--- config.mk ---
export PLATFORM = sky130hd
export DESIGN_NAME = intc32
export DESIGN_NICKNAME = d
export VERILOG_FILES = /design/src/rtl/intc_pkg.sv /design/src/rtl/intc_sync.sv /design/src/rtl/intc_setclr.sv /design/src/rtl/intc_detect.sv /design/src/rtl/intc32.sv
export SDC_FILE = /design/constraint.sdc
export NUM_CORES = 1
export LEC_CHECK = 0
export ABC_AREA = 1
export CORE_AREA = 2 2 194 196
export DETAILED_ROUTE_END_ITERATION = 8
export DIE_AREA = 0 0 196 198
export DONT_BUFFER_PORTS = 1
export PLACE_DENSITY = 0.75
export SLEW_MARGIN = 20
export SYNTH_ARGS = -nofsm -noshare
export SYNTH_HDL_FRONTEND = slang
export SYNTH_SLANG_ARGS = --single-unit
--- constraint.sdc ---
create_clock -name clk -period 1.71 [get_ports clk]
set_clock_uncertainty 0.15 [all_clocks]
set_input_delay 0.0855 -clock clk [delete_from_list [all_inputs] [get_ports clk]]
set_output_delay 0.0855 -clock clk [all_outputs]
set_load 0.01 [all_outputs]
--- src/rtl/intc_pkg.sv ---
package intc_pkg;
  localparam logic [2:0] TRG_OFF  = 3'b000;
  localparam logic [2:0] TRG_RISE = 3'b001;
  localparam logic [2:0] TRG_FALL = 3'b010;
  localparam logic [2:0] TRG_BOTH = 3'b011;
  localparam logic [2:0] TRG_HIGH = 3'b101;
  localparam logic [2:0] TRG_LOW  = 3'b110;

  localparam int NUM_WORDS = 7;          // cfg0,cfg1,cfg2,isel,route,wake,mask
  localparam logic [1:0] OP_READ = 2'd0;
  localparam logic [1:0] OP_SET  = 2'd1;
  localparam logic [1:0] OP_CLR  = 2'd2;

  function automatic logic catches_rise(input logic [2:0] code);
    return (code == TRG_RISE) || (code == TRG_BOTH);
  endfunction

  function automatic logic catches_fall(input logic [2:0] code);
    return (code == TRG_FALL) || (code == TRG_BOTH);
  endfunction

  function automatic logic source_active(input logic [2:0] code, input logic lvl,
                                         input logic rq, input logic fq);
    case (code)
      TRG_RISE: return rq;
      TRG_FALL: return fq;
      TRG_BOTH: return rq | fq;
      TRG_HIGH: return lvl;
      TRG_LOW:  return ~lvl;
      default:  return 1'b0;
    endcase
  endfunction
endpackage

--- src/rtl/intc_sync.sv ---
module intc_sync #(
  parameter int W = 32
) (
  input  logic         clk,
  input  logic         rst_n,
  input  logic [W-1:0] d,
  output logic [W-1:0] q
);
  logic [W-1:0] stage1;

  always_ff @(posedge clk) begin
    if (!rst_n) begin
      stage1 <= '0;
      q      <= '0;
    end else begin
      stage1 <= d;
      q      <= stage1;
    end
  end
endmodule

--- src/rtl/intc_setclr.sv ---
module intc_setclr #(
  parameter int W = 32
) (
  input  logic         clk,
  input  logic         rst_n,
  input  logic         set_en,
  input  logic         clr_en,
  input  logic [W-1:0] wdata,
  output logic [W-1:0] q
);
  logic [W-1:0] set_bits, clr_bits;
  assign set_bits = set_en ? wdata : '0;
  assign clr_bits = clr_en ? wdata : '0;

  always_ff @(posedge clk) begin
    if (!rst_n) q <= '0;
    else        q <= (q | set_bits) & ~clr_bits;
  end

  AST_SET_TAKES: assert property (@(posedge clk) disable iff (!rst_n)
    (set_en && !clr_en) |=> ((q & $past(wdata)) == $past(wdata)));
  AST_CLR_TAKES: assert property (@(posedge clk) disable iff (!rst_n)
    (clr_en && !set_en) |=> ((q & $past(wdata)) == '0));
  AST_ZERO_BITS_KEEP: assert property (@(posedge clk) disable iff (!rst_n)
    (set_en || clr_en) |=> ((q & ~$past(wdata)) == ($past(q) & ~$past(wdata))));
endmodule

--- src/rtl/intc_detect.sv ---
module intc_detect
  import intc_pkg::*;
#(
  parameter int N = 32
) (
  input  logic         clk,
  input  logic         rst_n,
  input  logic [N-1:0] src,
  input  logic [N-1:0] cfg0,
  input  logic [N-1:0] cfg1,
  input  logic [N-1:0] cfg2,
  input  logic [N-1:0] clr_rise,
  input  logic [N-1:0] clr_fall,
  output logic [N-1:0] rise_q,
  output logic [N-1:0] fall_q,
  output logic [N-1:0] active
);
  logic [N-1:0] prev;
  logic [N-1:0] rise_evt, fall_evt;

  for (genvar i = 0; i < N; i++) begin : g_src
    logic [2:0] code;
    assign code        = {cfg2[i], cfg1[i], cfg0[i]};
    assign rise_evt[i] = src[i] & ~prev[i] & catches_rise(code);
    assign fall_evt[i] = ~src[i] & prev[i] & catches_fall(code);
    assign active[i]   = source_active(code, src[i], rise_q[i], fall_q[i]);
  end

  always_ff @(posedge clk) begin
    if (!rst_n) begin
      prev   <= '0;
      rise_q <= '0;
      fall_q <= '0;
    end else begin
      prev   <= src;
      // a new event wins over a clear in the same cycle
      rise_q <= (rise_q & ~clr_rise) | rise_evt;
      fall_q <= (fall_q & ~clr_fall) | fall_evt;
    end
  end

  AST_RISE_CAPTURED: assert property (@(posedge clk) disable iff (!rst_n)
    (rise_evt != '0) |=> ((rise_q & $past(rise_evt)) == $past(rise_evt)));
  AST_FALL_CAPTURED: assert property (@(posedge clk) disable iff (!rst_n)
    (fall_evt != '0) |=> ((fall_q & $past(fall_evt)) == $past(fall_evt)));
  AST_RISE_NEEDS_EDGE: assert property (@(posedge clk) disable iff (!rst_n)
    ((rise_q & ~$past(rise_q) & ~$past(src & ~prev)) == '0));
  AST_OFF_NO_LATCH: assert property (@(posedge clk) disable iff (!rst_n)
    (((rise_q | fall_q) & ~$past(rise_q | fall_q) & ~$past(cfg0 | cfg1 | cfg2)) == '0));
endmodule

--- src/rtl/intc32.sv ---
module intc32
  import intc_pkg::*;
#(
  parameter int NSRC   = 32,
  parameter int ADDR_W = 6
) (
  input  logic              clk,
  input  logic              rst_n,
  input  logic [NSRC-1:0]   irq_in,
  input  logic              wr_en,
  input  logic [ADDR_W-1:0] wr_addr,
  input  logic [NSRC-1:0]   wr_data,
  input  logic [ADDR_W-1:0] rd_addr,
  output logic [NSRC-1:0]   rd_data,
  output logic              req0_o,
  output logic              req1_o,
  output logic              wake_o
);
  localparam int W_CFG0 = 0, W_CFG1 = 1, W_CFG2 = 2, W_ISEL = 3;
  localparam int W_ROUTE = 4, W_WAKE = 5, W_MASK = 6;

  logic [NSRC-1:0] words [NUM_WORDS];
  logic [2:0] wgrp, rgrp;
  logic [1:0] wop, rop;
  logic       whi, rhi;

  assign whi  = wr_addr[5];
  assign wgrp = wr_addr[4:2];
  assign wop  = wr_addr[1:0];
  assign rhi  = rd_addr[5];
  assign rgrp = rd_addr[4:2];
  assign rop  = rd_addr[1:0];

  for (genvar g = 0; g < NUM_WORDS; g++) begin : g_word
    logic hit;
    assign hit = wr_en && !whi && (wgrp == 3'(g));
    intc_setclr #(.W(NSRC)) u_word (
      .clk(clk), .rst_n(rst_n),
      .set_en(hit && wop == OP_SET),
      .clr_en(hit && wop == OP_CLR),
      .wdata(wr_data), .q(words[g]));
  end

  // test word: plain write at 0x23
  logic [NSRC-1:0] test_q;
  always_ff @(posedge clk) begin
    if (!rst_n) test_q <= '0;
    else if (wr_en && wr_addr == 6'h23) test_q <= wr_data;
  end

  logic [NSRC-1:0] pin_sync, src_sel;
  intc_sync #(.W(NSRC)) u_sync (.clk(clk), .rst_n(rst_n), .d(irq_in), .q(pin_sync));
  assign src_sel = (pin_sync & words[W_ISEL]) | (test_q & ~words[W_ISEL]);

  logic [NSRC-1:0] clr_rise, clr_fall, rise_q, fall_q, active;
  assign clr_rise = (wr_en && wr_addr == 6'h1E) ? wr_data : '0;
  assign clr_fall = (wr_en && wr_addr == 6'h1F) ? wr_data : '0;

  intc_detect #(.N(NSRC)) u_det (
    .clk(clk), .rst_n(rst_n), .src(src_sel),
    .cfg0(words[W_CFG0]), .cfg1(words[W_CFG1]), .cfg2(words[W_CFG2]),
    .clr_rise(clr_rise), .clr_fall(clr_fall),
    .rise_q(rise_q), .fall_q(fall_q), .active(active));

  logic [NSRC-1:0] pend0, pend1, wake_hit;
  assign pend0    = active & words[W_MASK] & words[W_ROUTE];
  assign pend1    = active & words[W_MASK] & ~words[W_ROUTE];
  assign wake_hit = active & words[W_WAKE];
  assign req0_o   = |pend0;
  assign req1_o   = |pend1;
  assign wake_o   = |wake_hit;

  always_comb begin
    rd_data = '0;
    if (!rhi) begin
      if (rgrp < 3'(NUM_WORDS)) begin
        if (rop == OP_READ) rd_data = words[rgrp];
      end else if (rop == 2'd0) begin
        rd_data = rise_q;
      end else if (rop == 2'd1) begin
        rd_data = fall_q;
      end
    end else begin
      case (rd_addr[4:0])
        5'h00:   rd_data = pend0;
        5'h01:   rd_data = pend1;
        5'h02:   rd_data = test_q;
        default: rd_data = '0;
      endcase
    end
  end

  AST_MASKED_QUIET: assert property (@(posedge clk) disable iff (!rst_n)
    (words[W_MASK] == '0) |-> (!req0_o && !req1_o));
  AST_NO_WAKE_BITS: assert property (@(posedge clk) disable iff (!rst_n)
    (words[W_WAKE] == '0) |-> !wake_o);
  AST_ROUTE_ALL0: assert property (@(posedge clk) disable iff (!rst_n)
    (words[W_ROUTE] == '0) |-> !req0_o);
  AST_RESET_CLEAR: assert property (@(posedge clk)
    $past(!rst_n) |-> (!req0_o && !req1_o && !wake_o));
endmodule

# Yosys cells after proc, flatten, opt, wreduce, memory -nomap -nowiden
# Index checks and enable logic that the tools add are counted.
[word_totals]
rom_bits = 0
n_memories = 0
reg_bits = 416
wordCells = 603
latchBits = 0
mem_bits_rw = 0
input_bits = 79
output_inout_bits = 35
[classes]
div = 0
add_sub_neg = 0
bitwise = 261
n_mux = 57
n_mul = 0
shift = 0
n_lt_le_gt_ge = 2
eq_ne = 174
reduce_logical = 96
[op_table]
columns = ["operator", "count"]
rows = [
  ["32-bit two-way mux", 23],
  ["32-bit bitwise AND", 15],
  ["32-bit NOT", 11],
  ["32-bit bitwise OR", 10],
  ["3-bit == test (second input constant)", 67],
  ["3-bit by 2-bit == test with 1-bit output (second input constant)", 66],
  ["1-bit one-hot mux with 5 select lines", 32],
  ["1-bit bitwise AND", 128],
  ["3-bit by 1-bit == test with 1-bit output (second input constant)", 33],
  ["32-bit binary-select mux with 3-bit select", 1],
  ["32-bit one-hot mux with 3 select lines", 1],
  ["32-bit OR reduction", 3],
  ["1-bit logical OR", 64],
  ["1-bit NOT", 64],
  ["1-bit bitwise OR", 32],
  ["1-bit logical AND", 25],
  ["6-bit by 5-bit == test with 1-bit output (second input constant)", 2],
  ["6-bit == test (second input constant)", 1],
  ["5-bit by 1-bit == test with 1-bit output (second input constant)", 1],
  ["5-bit by 2-bit == test with 1-bit output (second input constant)", 1],
  ["5-bit logical NOT", 1],
  ["2-bit by 1-bit == test with 1-bit output (second input constant)", 2],
  ["4-bit >= comparator (second input constant)", 1],
  ["3-bit NOT with 4-bit output", 1],
  ["other kinds (5)", 5],
]

# Longest topological paths before layout
# Gate-level depths: netlist of the first run.
[logic_depth]
depth_word = 9
mapped_depth = 12
mapped_depth_nobuf = 12

# Cells and area by module
# From an unflattened synthesis of the first run, not the netlist that was laid out.
[unflattened]
cells_unflattened = 3937
area_unflattened_um2 = 23633.9
[by_module_without_submodules]
columns = ["module", "n_inst", "seq_area_each_um2", "area_each_um2", "cells_per_inst"]
rows = [
  ["intc_setclr", 7, 640.6, 1239.9, 169],
  ["intc32", 1, 640.6, 7549.7, 1680],
  ["intc_detect", 1, 1921.8, 5564.1, 875],
  ["intc_sync", 1, 1281.2, 1840.5, 199],
]

# Least setup slack after synthesis of the first run
# Ideal clock, no wire load.
[synth_path]
kind = "register to output"
startpoint = "reg g_word[3].u_word.q[2]"
endpoint = "out req0_o"
stages_incl_launch_ff = 12
setup_slack_ns = 0.227
required_ns = 1.474
path_buffers = 0
arrival_ns = 1.247
path_cell_list = "dfxtp_1 -> inv_1 -> o21ai_0 -> nand2_1 -> nand2_1 -> nand2_1 -> nand3_1 -> nand2_1 -> nor2_1 -> nand2_1 -> nor2_1 -> nand2_1"
[synth_via]
elab_chain_cells = 8
word_cells_on_any_way = 9
cone_classes = "mux (1); bitwise (7); reduce/logical (1)"
[synth_rtl]
columns = ["element", "line", "rtl"]
rows = [
  ["start, declared", "intc_setclr.sv:9", "output logic [W-1:0] q"],
  ["start signal, assigned", "intc_setclr.sv:17", "else q <= (q | set_bits) & ~clr_bits;"],
  ["32-bit NOT", "intc32.sv:53", "assign src_sel = (pin_sync & words[W_ISEL]) | (test_q & ~words[W_ISEL]);"],
  ["32-bit bitwise AND", "intc32.sv:53", ""],
  ["32-bit bitwise OR (*)", "intc32.sv:53", ""],
  ["1-bit NOT", "intc_pkg.sv:29", "TRG_LOW: return ~lvl;"],
  ["1-bit one-hot mux with 5 select lines (*)", "intc_pkg.sv:24", "case (code)"],
  ["32-bit bitwise AND (*) (2 in a row)", "intc32.sv:66", "assign pend0 = active & words[W_MASK] & words[W_ROUTE];"],
  ["32-bit OR reduction (*)", "intc32.sv:69", "assign req0_o = |pend0;"],
  ["end, declared", "intc32.sv:15", "output logic req0_o,"],
]
# Every way passes the cells marked *; elsewhere a longest branch is shown, timed or not.

# Worst setup path in the final report of the first run
[layout_path]
startpoint = "reg g_word[3].u_word.q[31]"
endpoint = "out req0_o"
# The elaborated chain is that of the path after synthesis.

==> impl_metrics.tcl, run 1 <==
set metrics [dict create \
    wire_length_of_the_first_global_routing_pass_mm 122 \
    max_cap_violations 0 \
    path_class "flip-flop to output port" \
    antenna_violating_nets_post_route 0 \
    power.density_cell_area_nw_per_um2 774 \
    pin_count_of_the_biggest_net_entering_global_routing 159 \
    timing.reg2reg.setup_slack_ns 0.07 \
    number_of_synthesized_register_bits 416 \
    floorplan.io_pins 114 \
    met2_length_mm 35.8 \
    netlist.top_cell.by_area "dfxtp_1" \
    timing.final.max_slew_violations 0 \
    postLayoutCellArea_um2 28200 \
    crit_arrival_ns 2.07 \
    fin_crit_sh_pct 135 \
    overall_overflow_remaining_after_global_route 0 \
    finalSetupViolCount 36 \
    share_of_final_layout_standard_cells_stronger_than_drive_strength_1_pct 25.8 \
    start_util_pct 58.6 \
    worst_r2r_path_depth 12 \
    cts.path.max_buffers 3 \
    num_vias 25200 \
    worstSetupStartpointType "flip-flop" \
    die-width_um 196 \
    timing.rr.end "u_det.fall_q[27]$_SDFF_PN0_" \
    placeableCoreArea_um2 37000 \
    h_tree_depth 2 \
    die_h_um 198 \
    layout_common_cells "nand2_1, o21ai_0, nor2_1, inv_1, dfxtp_1" \
    whs_path_depth 3 \
    tritoncts_num_sinks 416 \
    final_common_cell "nand2_1" \
    track_usage_pct 39.6 \
    io_buffers 0 \
    number_of_global_route_vias_before_repair 23500 \
    worst_hold_check_path_type "input pin to flip-flop" \
    run_status "finished with violations" \
    met3_length_mm 9.80 \
    gp_routability_congestion 0.960 \
    power.leakage_nw 11.6 \
    path_clk_slew_ns 0.06 \
    synthTopCellsByArea "dfxtp_1, o21ai_0, nand2_1" \
    detailedRoute.firstIterationViolations 2935 \
    timing_worst_slew_pin_value_ns 0.896 \
    dpl.cell_count 3916 \
    post-route-worst-setup-slack_ns -0.600 \
    cts_buffers 46 \
    fin_tns_setup_ns -12.85 \
    place_hpwl_mm 44.4 \
    grt_antenna_before_repair 4 \
    final_net_count 3743 \
    top_layer_used "met5" \
    r2r_start "u_sync.q[27]$_SDFF_PN0_" \
    slew_headroom_pct 40.2 \
    synthesis.area_per_instance_um2 6.27 \
    clock_insertion_delay_worst_skew_ns 0.59 \
    hold_path_startpoint "irq_in[17]" \
    hold_end "u_sync.stage1[17]$_SDFF_PN0_" \
    fmaxAchievable_mhz 433 \
    cts_root_buf "clkbuf_16" \
    core.rowCount 71 \
    cts_tree "built" \
    placed_inst_area_um2 23200 \
    synth.cell_area_um2 21700 \
    crit_fanout 5 \
    drt-pass1-iter-count 7 \
    drt-vias-per-instance 6.03 \
    routedLengthMet1_mm 29.5 \
    drcViolationCount 0 \
    failed_checks "negative setup slack" \
    finalCriticalPeriod_ns 2.31 \
    synth_sequential_area_ratio_pct 38.4 \
    required_ns 1.47 \
    detail_route.wirelength_mm 80.5 \
    synthDominantCellAreaShare_pct 38.4 \
    post_synth_num_cell_types 25 \
    routed_wire_length_per_instance_um 19.3 \
    finish.cell_count_without_fillers 4174 \
    fp.dieArea_um2 38800 \
    grt_setup_unrepaired "yes" \
    timing_hold_violations_final 0 \
    synth.net_count 3536 \
    synthesis.yosys.warnings 0 \
    synth_cells 3457 \
    vdd.ir_drop.worst_mv 0.833 \
    area_growth_syn_to_layout_pct 30.1 \
    setup_crit_end_kind "output port" \
]
[timing repair]
item                       in CTS  in global routing
hold buffers                  104                  0
gates cloned                    0                  0
setup endpoints to repair      35                370
pin swaps                     180                187
setup buffers                  55                 27
hold endpoints to repair      416                  0
gates resized for setup       492                312
[worst max-delay path: stages, from the launching register on]
cell and delay (ns):
dfxtp_4 0.36, inv_1 0.08, nand2_1 0.08, nand2_1 0.12
nand2_1 0.06, nand2_1 0.08, nand2_2 0.09, nand3_2 0.09
nand2_1 0.09, nor2_4 0.13, nand2_2 0.10, nor2_4 0.13
nand2_4 0.09
[Yosys cell counts]
| library cell | count |
|---|---|
| clkinv_1 | 1 |
| dfxtp_1 | 416 |
| buf_1 | 7 |
| o221ai_1 | 26 |
| nor3_2 | 1 |
| nor3_1 | 44 |
| mux2i_1 | 1 |
| nand3_1 | 182 |
| inv_2 | 1 |
| nor2_2 | 4 |
| o21ai_1 | 37 |
| nand4_1 | 72 |
| buf_2 | 20 |
| a21oi_1 | 102 |
| o22ai_1 | 39 |
| nor3_4 | 1 |
| o21ai_0 | 600 |
| o211ai_1 | 62 |
| nand2_1 | 784 |
| and2_1 | 1 |
| nor2_4 | 1 |
| a31oi_1 | 3 |
| inv_1 | 456 |
| clkbuf_1 | 169 |
| nor2_1 | 427 |
[cell families (layout without fill, tap and decap cells)]
logic type	after synthesis	in the layout	synth area share (%)
flops	416	416	38.4
mux	1	1	0.0462
other cells	0	1	0
compound gates	869	869	21.5
buf+inv	654	896	11.4
simple gates	1517	1517	28.6
[state kept, by name (all words and copies together), names as in the netlist]
signal and count:
g_word.u_word.q 224, test_q 32, u_det.fall_q 32, u_det.prev 32, u_det.rise_q 32, u_sync.q 32
u_sync.stage1 32
[metrics by stage]
| stage | hold WS (ns) | setup WS (ns) | power [mW] | utilization [%] |
|---|---|---|---|---|
| after global routing | 0.0144 | -0.713 | 22.3 | 76.3 |
| after CTS | 0.000479 | -0.509 | 21.8 | 73.8 |
| after detailed placement | 0.0376 | -0.193 | 11.2 | 62.8 |
| after global placement | 0.0336 | -0.170 | 11.1 | 62.8 |
| final | 0.00995 | -0.600 | 21.8 | 76.3 |
| after floorplan | 0.0331 | 0.227 | 10.8 | - |
[worst max-delay path by stage]
stage,slack (ns),start,endpoint,cells after the start
6_report,-0.60,g_word[3].u_word.q[31]$_SDFF_PN0_,req0_o,12
5_1_grt,-0.71,g_word[3].u_word.q[31]$_SDFF_PN0_,req0_o,12
4_1_cts,-0.51,test_q[1]$_SDFFE_PN0P_,wake_o,12
3_5_place_dp,-0.19,g_word[3].u_word.q[11]$_SDFF_PN0_,req1_o,11
3_3_place_gp,-0.17,g_word[3].u_word.q[2]$_SDFF_PN0_,req0_o,11
2_1_floorplan,0.23,g_word[3].u_word.q[2]$_SDFF_PN0_,req0_o,11
[cell type report]
class / instances / area (um2)
Multi-Input combinational cell: 2387 / 12200
Fill cell: 2732 / 8770
Sequential cell: 416 / 8610
Timing Repair Buffer: 355 / 3380
Inverter: 458 / 1750
Clock buffer: 73 / 1450
Tap cell: 474 / 593
Clock inverter: 10 / 156
Antenna cell: 1 / 2.50
[power by group]
group	switching, mW	internal, mW	leakage, nW
clock network	4.14	6.38	0.787
logic	0.976	0.500	7.36
registers	0.0663	9.75	3.46
[routing by layer]
| metal | GRT usage (%) | vias to the layer above |
|---|---|---|
| met5 | 0 | - |
| met4 | 23.2 | 2 |
| met3 | 8.21 | 431 |
| met2 | 64.4 | 1619 |
| met1 | 48.9 | 11400 |
| li1 | - | 11700 |
(Power assumes the default switching activity.)
==> run 2: changes to the inputs <==
- clock period: 1.71 -> 2.14 ns (I/O delays scaled with it)
==> impl_metrics.tcl, run 2 (synthesis gave the netlist of run 1 again) <==
set metrics [dict create \
    crit_fanout 4 \
    die_h_um 198 \
    run_status "finished with violations" \
    routed_wire_length_per_instance_um 19.3 \
    place_hpwl_mm 43.3 \
    power.clock.fraction_pct 47.4 \
    detail_route.wirelength_mm 77.7 \
    internal_power_mw 12.9 \
    registers.top_by_ff_count "g_word.u_word.q" \
    whs_path_depth 4 \
    worst_r2r_path_depth 3 \
    fmaxAchievable_mhz 432 \
    overall_overflow_remaining_after_global_route 0 \
    worst_hold_check_path_type "input pin to flip-flop" \
    path_clk_slew_ns 0.05 \
    cts_root_buf "clkbuf_16" \
    detailedRoute.firstIterationViolations 2663 \
    die-width_um 196 \
    switching_power_mw 4.12 \
    wire_length_of_the_first_global_routing_pass_mm 115 \
    drt-pass1-iter-count 7 \
    utilization_pct 71.3 \
    max_cap_violations 0 \
    power.leakage_nw 10.7 \
    number_of_global_route_vias_before_repair 21900 \
    finalSetupViolCount 6 \
    flip_flop_count_of_the_largest_register_all_copies_and_words_added 224 \
    seq_power_share_pct 46.2 \
    share_of_final_layout_standard_cells_stronger_than_drive_strength_1_pct 20.0 \
    timing_worst_slew_pin_value_ns 0.628 \
    slew_headroom_pct 58.2 \
    pin_count_of_the_biggest_net_entering_global_routing 159 \
    floorplan.io_pins 114 \
    worstSetupStartpointType "flip-flop" \
    track_usage_pct 37.6 \
    final_common_cell "nand2_1" \
    finish.cell_count_without_fillers 4017 \
    setup_crit_end_kind "output port" \
    tritoncts_num_sinks 416 \
    final_net_count 3588 \
    gp_routability_congestion 0.936 \
    timing_hold_violations_final 0 \
    path_class "flip-flop to output port" \
    power.density_cell_area_nw_per_um2 645 \
    grt_setup_unrepaired "yes" \
    vdd.ir_drop.worst_mv 0.648 \
    required_ns 1.88 \
    timing.final.max_slew_violations 0 \
    num_vias 24100 \
    place_ws_ns 0.181 \
    placeableCoreArea_um2 37000 \
    drt-vias-per-instance 6.01 \
    finalCriticalPeriod_ns 2.32 \
    hold-worst-slack_ns 0.0260 \
    power_switching_share_pct 24.2 \
    share_comb_of_total_power_pct 6.4 \
    start_util_pct 58.6 \
    layout_common_cells "nand2_1, o21ai_0, inv_1, nor2_1, dfxtp_1" \
    area_growth_syn_to_layout_pct 21.7 \
    grt_antenna_before_repair 3 \
    fp.dieArea_um2 38800 \
    clock_insertion_delay_worst_skew_ns 0.58 \
    cts_buffers 45 \
    drcViolationCount 0 \
    antenna_violating_nets_post_route 0 \
    failed_checks "negative setup slack" \
    post-route-worst-setup-slack_ns -0.177 \
    cts_tree "built" \
    io_buffers 0 \
    cts.path.max_buffers 3 \
    crit_arrival_ns 2.06 \
    core.rowCount 71 \
    dpl.cell_count 3788 \
    fin_crit_sh_pct 108 \
    h_tree_depth 2 \
    filler_cell_count 3086 \
]
run 2: cell types whose count changed in the layout (fill, tap and decap cells not counted), moves of 20 or more:
cell	before	now
nand2_2	142	122
buf_6	26	6
dfxtp_1	256	285
inv_2	105	81
buf_4	198	89
nand2_1	630	654
inv_1	343	369
run 2: per-stage QoR:
| stage | setup TNS, ns | power (mW) | cell area, um2 |
|---|---|---|---|
| 2_1_floorplan | 0 | 8.65 | 21700 |
| 3_3_place_gp | 0 | 8.84 | 22000 |
| 3_5_place_dp | 0 | 8.86 | 22000 |
| 4_1_cts | -0.618 | 17.0 | 25000 |
| 5_1_grt | -1.73 | 17.4 | 26400 |
| 6_report | -0.471 | 17.0 | 26400 |
run 2: layout make-up:
class	instances	area (um2)	share of cell area [%]
antenna	1	2.50	0.00949
multi-input combinational	2387	12100	45.8
timing repair buffer	201	1890	7.19
clock inverter	18	199	0.755
sequential	416	8530	32.4
clock buffer	62	1310	4.97
inverter	458	1740	6.62
tap	474	593	2.25
run 2: worst paths after layout:
kind	slack, ns	start	endpoint
hold reg to reg	0.26	u_sync.stage1[24]$_SDFF_PN0_	u_sync.q[24]$_SDFF_PN0_
setup / recovery	-0.18	test_q[5]$_SDFFE_PN0P_	req1_o
setup reg to reg	0.79	test_q[21]$_SDFFE_PN0P_	test_q[21]$_SDFFE_PN0P_
hold / removal	0.03	wr_addr[1]	u_det.fall_q[0]$_SDFF_PN0_
run 2: power groups by stage:
stage / logic [mW] / clock network, mW / registers, mW
final: 1.09 / 8.06 / 7.86
after global placement: 0.804 / 0 / 8.04
after floorplan: 0.620 / 0 / 8.03
after CTS: 1.00 / 8.10 / 7.87
after global routing: 1.17 / 8.40 / 7.86
after detailed placement: 0.821 / 0 / 8.04
run 2: routing by layer:
layer | track usage [%] | vias to the layer above | share of wire, %
met5 | 0 | - | 0.084
li1 | - | 11300 | -
met1 | 47.7 | 11100 | 38
met2 | 61.6 | 1375 | 45
met3 | 7.36 | 329 | 11
met4 | 17.9 | 2 | 5.6
run 2: what timing repair did:
action                                 in CTS  in global routing
setup endpoints to repair                  35                 36
pin swaps                                  54                171
hold buffers                               98                  0
gates cloned                                0                  2
setup buffers                              11                 37
endpoints found under the hold margin     414                  0
resized for setup                         197                448
run 2: worst max-delay path, stage by stage, from the launching register on:
cell	delay (ns)
dfxtp_2	0.32
inv_1	0.08
nand2_2	0.08
nand2_4	0.10
inv_4	0.04
nand2_2	0.07
nand3_4	0.11
nand3_4	0.10
nand2_1	0.07
nor2_2	0.16
nand2_2	0.12
nor2_4	0.14
nand2_4	0.09
